[config.mk]
export PLATFORM = sky130hd
export DESIGN_NAME = clkcfg_keyreg
export DESIGN_NICKNAME = d
export VERILOG_FILES = /design/src/rtl/clkcfg_pkg.sv /design/src/rtl/clkcfg_decode.sv /design/src/rtl/clkcfg_unlock_seq.sv /design/src/rtl/clkcfg_regs.sv /design/src/rtl/clkcfg_keyreg.sv
export SDC_FILE = /design/constraint.sdc
export NUM_CORES = 1
export LEC_CHECK = 0
export ABC_AREA = 1
export BUFFER_PORTS_ARGS = -buffer_cell sky130_fd_sc_hd__buf_4
export CAP_MARGIN = 40
export CORE_ASPECT_RATIO = 0.7
export CORE_MARGIN = 2
export CORE_UTILIZATION = 37
export CTS_BUF_LIST = sky130_fd_sc_hd__clkbuf_2 sky130_fd_sc_hd__clkbuf_4 sky130_fd_sc_hd__clkbuf_8
export DETAILED_ROUTE_END_ITERATION = 8
export MAX_ROUTING_LAYER = met4
export PLACE_DENSITY = 0.78
export REMOVE_ABC_BUFFERS = 1
export SLEW_MARGIN = 20
export SYNTH_ARGS = -nofsm -noshare
export SYNTH_HDL_FRONTEND = slang
export SYNTH_SLANG_ARGS = --single-unit
[constraint.sdc]
create_clock -name clk -period 1.1 [get_ports clk]
set_clock_uncertainty 0.05 [all_clocks]
set_input_delay 0.33 -clock clk [delete_from_list [all_inputs] [get_ports clk]]
set_output_delay 0.33 -clock clk [all_outputs]
set_load 0.01 [all_outputs]
[src/rtl/clkcfg_pkg.sv]
package clkcfg_pkg;
  typedef enum logic [1:0] {
    SEQ_IDLE      = 2'd0,
    SEQ_ARMED     = 2'd1,
    SEQ_HELD      = 2'd2
  } seq_state_t;
endpackage

[src/rtl/clkcfg_decode.sv]
module clkcfg_decode #(
  parameter int ADDR_W = 12,
  parameter int unsigned KEY1_OFS = 'h410,
  parameter int unsigned CFG_OFS  = 'h414,
  parameter int unsigned KEY2_OFS = 'h418,
  parameter int unsigned STAT_OFS = 'h41C
) (
  input  logic [ADDR_W-1:0] addr,
  output logic              hit_key1,
  output logic              hit_cfg,
  output logic              hit_key2,
  output logic              hit_stat
);
  always_comb begin
    hit_key1 = (addr == ADDR_W'(KEY1_OFS));
    hit_cfg  = (addr == ADDR_W'(CFG_OFS));
    hit_key2 = (addr == ADDR_W'(KEY2_OFS));
    hit_stat = (addr == ADDR_W'(STAT_OFS));
  end
endmodule

[src/rtl/clkcfg_unlock_seq.sv]
module clkcfg_unlock_seq
  import clkcfg_pkg::*;
#(
  parameter int DATA_W = 32,
  parameter int CFG_W  = 8,
  parameter int unsigned KEY1_VAL = 'hAA,
  parameter int unsigned KEY2_VAL = 'h55
) (
  input  logic              clk,
  input  logic              rst,
  input  logic              wr_en,
  input  logic [DATA_W-1:0] wdata,
  input  logic              hit_key1,
  input  logic              hit_cfg,
  input  logic              hit_key2,
  output logic [CFG_W-1:0]  held_q,
  output logic              commit,
  output logic              cfg_wr_bad
);
  localparam logic [DATA_W-1:0] K1 = DATA_W'(KEY1_VAL);
  localparam logic [DATA_W-1:0] K2 = DATA_W'(KEY2_VAL);

  seq_state_t state_q, state_d;
  logic key1_good, key2_good, cfg_take;

  always_comb begin
    key1_good  = wr_en && hit_key1 && (wdata == K1);
    key2_good  = wr_en && hit_key2 && (wdata == K2);
    cfg_take   = wr_en && hit_cfg && (state_q == SEQ_ARMED);
    commit     = key2_good && (state_q == SEQ_HELD);
    cfg_wr_bad = wr_en && hit_cfg && (state_q != SEQ_ARMED);
  end

  always_comb begin
    state_d = state_q;
    if (wr_en) begin
      if (key1_good)     state_d = SEQ_ARMED;
      else if (cfg_take) state_d = SEQ_HELD;
      else               state_d = SEQ_IDLE;
    end
  end

  always_ff @(posedge clk) begin
    if (rst) begin
      state_q <= SEQ_IDLE;
      held_q  <= '0;
    end else begin
      state_q <= state_d;
      if (cfg_take)
        held_q <= wdata[CFG_W-1:0];
      else if (wr_en)
        held_q <= '0;
    end
  end


  rd_idle_chk: assert property (@(posedge clk) disable iff (rst)
    !wr_en |=> $stable(state_q));

  held_no_linger_chk: assert property (@(posedge clk) disable iff (rst)
    (wr_en && state_q == SEQ_HELD) |=> (state_q != SEQ_HELD));

  key1_restart_chk: assert property (@(posedge clk) disable iff (rst)
    (wr_en && hit_key1 && wdata == K1) |=> (state_q == SEQ_ARMED));
endmodule

[src/rtl/clkcfg_regs.sv]
module clkcfg_regs #(
  parameter int DATA_W  = 32,
  parameter int CFG_W   = 8,
  parameter int EXT_BIT = 2,
  parameter int SEL_W   = 2,
  parameter int unsigned XTAL_CODE = 2
) (
  input  logic              clk,
  input  logic              rst,
  input  logic              rd_en,
  input  logic              hit_cfg,
  input  logic              hit_stat,
  input  logic              commit,
  input  logic              cfg_wr_bad,
  input  logic [CFG_W-1:0]  held,
  output logic [DATA_W-1:0] rdata,
  output logic              rvalid,
  output logic              ext_clk_en,
  output logic [SEL_W-1:0]  osc_sel,
  output logic              xtal_sel
);
  localparam int LIVE_W = EXT_BIT + 1;
  localparam logic [CFG_W-1:0] KEEP = CFG_W'((1 << LIVE_W) - 1);
  localparam logic [SEL_W-1:0] XC   = SEL_W'(XTAL_CODE);

  logic [CFG_W-1:0] cfg_q, cfg_new;
  logic             err_q;

  assign cfg_new = held & KEEP;

  always_ff @(posedge clk) begin
    if (rst) begin
      cfg_q      <= '0;
      ext_clk_en <= 1'b0;
      osc_sel    <= '0;
      xtal_sel   <= 1'b0;
    end else if (commit) begin
      cfg_q      <= cfg_new;
      ext_clk_en <= cfg_new[EXT_BIT];
      osc_sel    <= cfg_new[SEL_W-1:0];
      xtal_sel   <= (cfg_new[SEL_W-1:0] == XC);
    end
  end

  always_ff @(posedge clk) begin
    if (rst)                    err_q <= 1'b0;
    else if (cfg_wr_bad)        err_q <= 1'b1;
    else if (rd_en && hit_stat) err_q <= 1'b0;
  end

  always_ff @(posedge clk) begin
    if (rst) begin
      rvalid <= 1'b0;
      rdata  <= '0;
    end else begin
      rvalid <= rd_en;
      if (rd_en) begin
        if (hit_cfg)       rdata <= DATA_W'(cfg_q);
        else if (hit_stat) rdata <= DATA_W'(err_q);
        else               rdata <= '0;
      end
    end
  end


  commit_upd_chk: assert property (@(posedge clk) disable iff (rst)
    commit |=> (cfg_q == ($past(held) & KEEP)));

  cfg_hold_chk: assert property (@(posedge clk) disable iff (rst)
    !commit |=> $stable(cfg_q) && $stable(osc_sel) && $stable(ext_clk_en));

  xtal_map_chk: assert property (@(posedge clk) disable iff (rst)
    xtal_sel == (osc_sel == XC));

  err_clear_chk: assert property (@(posedge clk) disable iff (rst)
    (rd_en && hit_stat && !cfg_wr_bad) |=> !err_q);

  rvalid_chk: assert property (@(posedge clk) disable iff (rst)
    rd_en |=> rvalid);
endmodule

[src/rtl/clkcfg_keyreg.sv]
module clkcfg_keyreg #(
  parameter int ADDR_W  = 12,
  parameter int DATA_W  = 32,
  parameter int CFG_W   = 8,
  parameter int EXT_BIT = 2,
  parameter int SEL_W   = 2,
  parameter int unsigned KEY1_OFS  = 'h410,
  parameter int unsigned CFG_OFS   = 'h414,
  parameter int unsigned KEY2_OFS  = 'h418,
  parameter int unsigned STAT_OFS  = 'h41C,
  parameter int unsigned KEY1_VAL  = 'hAA,
  parameter int unsigned KEY2_VAL  = 'h55,
  parameter int unsigned XTAL_CODE = 2
) (
  input  logic              clk,
  input  logic              rst,
  input  logic              bus_wr,
  input  logic              bus_rd,
  input  logic [ADDR_W-1:0] bus_addr,
  input  logic [DATA_W-1:0] bus_wdata,
  output logic [DATA_W-1:0] bus_rdata,
  output logic              bus_rvalid,
  output logic              ext_clk_en,
  output logic [SEL_W-1:0]  osc_sel,
  output logic              xtal_sel
);
  logic hit_key1, hit_cfg, hit_key2, hit_stat;
  logic commit, cfg_wr_bad;
  logic [CFG_W-1:0] held;

  clkcfg_decode #(
    .ADDR_W(ADDR_W), .KEY1_OFS(KEY1_OFS), .CFG_OFS(CFG_OFS),
    .KEY2_OFS(KEY2_OFS), .STAT_OFS(STAT_OFS)
  ) u_dec (
    .addr(bus_addr), .hit_key1(hit_key1), .hit_cfg(hit_cfg),
    .hit_key2(hit_key2), .hit_stat(hit_stat)
  );

  clkcfg_unlock_seq #(
    .DATA_W(DATA_W), .CFG_W(CFG_W), .KEY1_VAL(KEY1_VAL), .KEY2_VAL(KEY2_VAL)
  ) u_seq (
    .clk(clk), .rst(rst), .wr_en(bus_wr), .wdata(bus_wdata),
    .hit_key1(hit_key1), .hit_cfg(hit_cfg), .hit_key2(hit_key2),
    .held_q(held), .commit(commit), .cfg_wr_bad(cfg_wr_bad)
  );

  clkcfg_regs #(
    .DATA_W(DATA_W), .CFG_W(CFG_W), .EXT_BIT(EXT_BIT), .SEL_W(SEL_W),
    .XTAL_CODE(XTAL_CODE)
  ) u_regs (
    .clk(clk), .rst(rst), .rd_en(bus_rd), .hit_cfg(hit_cfg),
    .hit_stat(hit_stat), .commit(commit), .cfg_wr_bad(cfg_wr_bad),
    .held(held), .rdata(bus_rdata), .rvalid(bus_rvalid),
    .ext_clk_en(ext_clk_en), .osc_sel(osc_sel), .xtal_sel(xtal_sel)
  );
endmodule

==> impl_metrics.json <==
{
  "cp_slowest_stage_delay_ns": 0.22,
  "syn_to_final_growth_pct": 50.3,
  "failed_checks": "setup timing",
  "finalSetupViolCount": 5,
  "crit_type": "in -> reg",
  "place_worst_setup_slack_ns": -0.309,
  "crit_slowest_cell": "nor3_1",
  "clockRootBuffer": "clkbuf_8",
  "drtIter0Drc": 37,
  "fin_ws_ns": -0.100,
  "synthCells": 185,
  "rsz0062_at_grt": "true",
  "drt_pass1_iterations": 4,
  "outcome": "complete, but fails checks",
  "synthXorXnorAreaFrac": 0,
  "ys_seq_area_frac": 0.246,
  "core-area_um2": 2860,
  "place_hpwl_um": 2350,
  "cp_cell_sequence": "buf_4 -> inv_1 -> nand2_1 -> nor3_1 -> nand2_2 -> nor2_4 -> nand2_2 -> nand2_1 -> nand2_1 -> nor2_1",
  "first_global_vias": 1054,
  "diodes": 0,
  "clock_sinks": 14,
  "final_nets": 305,
  "placedCellCount": 285,
  "startpoint_type": "input pin",
  "grt_overflow": 0,
  "place.gp.congestion": 0.822,
  "ctsLongestPathBuffers": 2,
  "cts_hold_buf": 0,
  "min_period_ns": 1.20,
  "cpMostUsedCell": "nand2_1",
  "clk_latency_ns": 0.25,
  "die_h_um": 50.4,
  "synthAdderAreaFrac": 0,
  "synth-seq-cells": 14,
  "yosysUniqueCellTypes": 21,
  "vias": 1254,
  "vias_per_cell": 4.29,
  "rows": 16,
  "port-buffer-count": 55,
  "synth_area_leaders": "dfxtp_1 25%, buf_4 19%, nand2_1 13%, nor2_1 13%, inv_1 6.6%",
  "yosysTopAreaCellShare": 0.246,
  "antenna_found_initial": 0,
  "min_path_type": "in -> reg",
  "fin_cells": 292,
  "synth_mux_area_frac": 0,
  "path_max_fanout": 4,
  "wirelength_um": 2880,
  "grt_pass1_wl_um": 4400,
  "synth_area_um2": 1140,
  "start_util": 0.398,
  "avgSynthCellArea_um2": 6.15,
  "synth_top_area_cell": "dfxtp_1",
  "ir_drop_mv": 0.561,
  "whs_path_depth": 2,
  "synth_warnings": 0,
  "synth_simple_gate_area_frac": 0.420,
  "tritoncts": "done",
  "die_area_um2": 3540,
  "track_usage": 0.158,
  "clk_pin_slew_ns": 0.06,
  "maxSlewViolCount": 0,
  "io_pins": 85,
  "period_share": 1.09,
  "static-leakage-power_nw": 0.846,
  "drive_gt1_frac": 0.426,
  "htree_levels": 1,
  "synth-compound-area-share": 0.0527,
  "r2r_cells": 8,
  "numCtsBuffers": 3,
  "fmax_mhz": 833,
  "finalPower_mw": 1.35,
  "route.detailed.drc": 0,
  "die_w_um": 70.3,
  "ant_nets": 0,
  "drv_cap": 0,
  "critical_path_required_ns": 1.24,
  "cp.arrival_ns": 1.34,
  "cp-end-kind": "flip-flop",
  "synth_top_family_by_area": "simple AND/OR/NAND/NOR gates",
  "wire_per_inst_um": 9.85,
  "p_per_area_nw_per_um2": 789,
  "grt_max_degree": 10,
  "hold_viol_final": 0
}
flip-flops by register name (all words and copies together), names as in the netlist:
register,cells
u_regs.cfg_q,1
u_regs.err_q,1
u_regs.ext_clk_en,1
u_regs.osc_sel,1
u_regs.rdata,3
u_regs.rvalid,1
u_regs.xtal_sel,1
u_seq.held_q,3
u_seq.state_q,2
final timing paths:
| kind | from | slack, ns | end |
|---|---|---|---|
| min | bus_rd | 0.26 | u_regs.rdata[2] |
| min reg2reg | u_regs.err_q | 0.43 | u_regs.err_q |
| max reg2reg | u_seq.state_q[1] | -0.09 | u_regs.ext_clk_en |
| max | bus_wdata[5] | -0.10 | u_regs.ext_clk_en |
layout by cell type, fill, tap and decap left out, drive strengths merged, types with 2 or more instances in the layout:
master,n
a21oi,10
dfxtp,14
o21ai,2
nand2,42
nand4,6
nor2,42
clkbuf,4
nand3,8
buf,70
conb,29
nor3,5
inv,22
cells in the mapped netlist:
cell type / number
nor2_4: 2
inv_2: 2
and3_1: 1
buf_4: 29
conb_1: 1
nor2_1: 38
nand3b_1: 1
dfxtp_1: 14
buf_6: 1
nand3_1: 8
inv_1: 20
nor3_4: 1
nand2_1: 38
buf_2: 1
nand2_2: 3
a21oi_1: 10
nand2_4: 1
o21ai_0: 2
nand4_1: 6
nor3_1: 4
nor2_2: 2
repair_timing:
action,4_1_cts,5_1_grt
pin swaps,6,14
setup endpoints to repair,11,19
resized for setup,10,22
setup buffers,1,2
area by class of cell:
cell class	instances	area (um^2)
Fill cell	285	1150
Inverter	22	82.6
Sequential cell	14	289
Timing Repair Buffer	70	548
Clock buffer	4	55.1
Tap cell	36	45.0
Multi-Input combinational cell	146	692
worst max-delay path, delay by kind of cell:
family,cells,cell delay [ns]
buffers and inverters,2,0.17
AND/OR/NAND/NOR,8,0.82
per-layer routing:
metal / track usage / vias up / wire length, um
met5: - / - / 0
met4: 0.0256 / 0 / 5
met3: 0.0582 / 2 / 209
met2: 0.256 / 40 / 1420
met1: 0.194 / 557 / 1240
li1: - / 655 / -
per-stage QoR:
| step | TNS, ns | utilization | hold slack (ns) | area (um^2) |
|---|---|---|---|---|
| floorplan | -0.129 | - | 0.349 | 1010 |
| global placement | -3.36 | 0.544 | 0.407 | 1560 |
| detailed placement | -3.30 | 0.544 | 0.412 | 1560 |
| CTS | -0.343 | 0.574 | 0.262 | 1640 |
| global route | -0.937 | 0.598 | 0.259 | 1710 |
| finish | -0.371 | 0.598 | 0.256 | 1710 |
report_power, final:
group          switching [mW]  internal (mW)  leakage (nW)
Clock                   0.189          0.317        0.0288
Combinational           0.157          0.171         0.701
Sequential            0.00284          0.515         0.117
Total                   0.348           1.00         0.846
kinds of logic after synthesis:
group	after synthesis
AO/OA/AOI/OAI	12
buffers and inverters	53
flip-flops	14
other	1
AND/OR/NAND/NOR	105
Note: power is estimated with default switching activity, not from simulation.
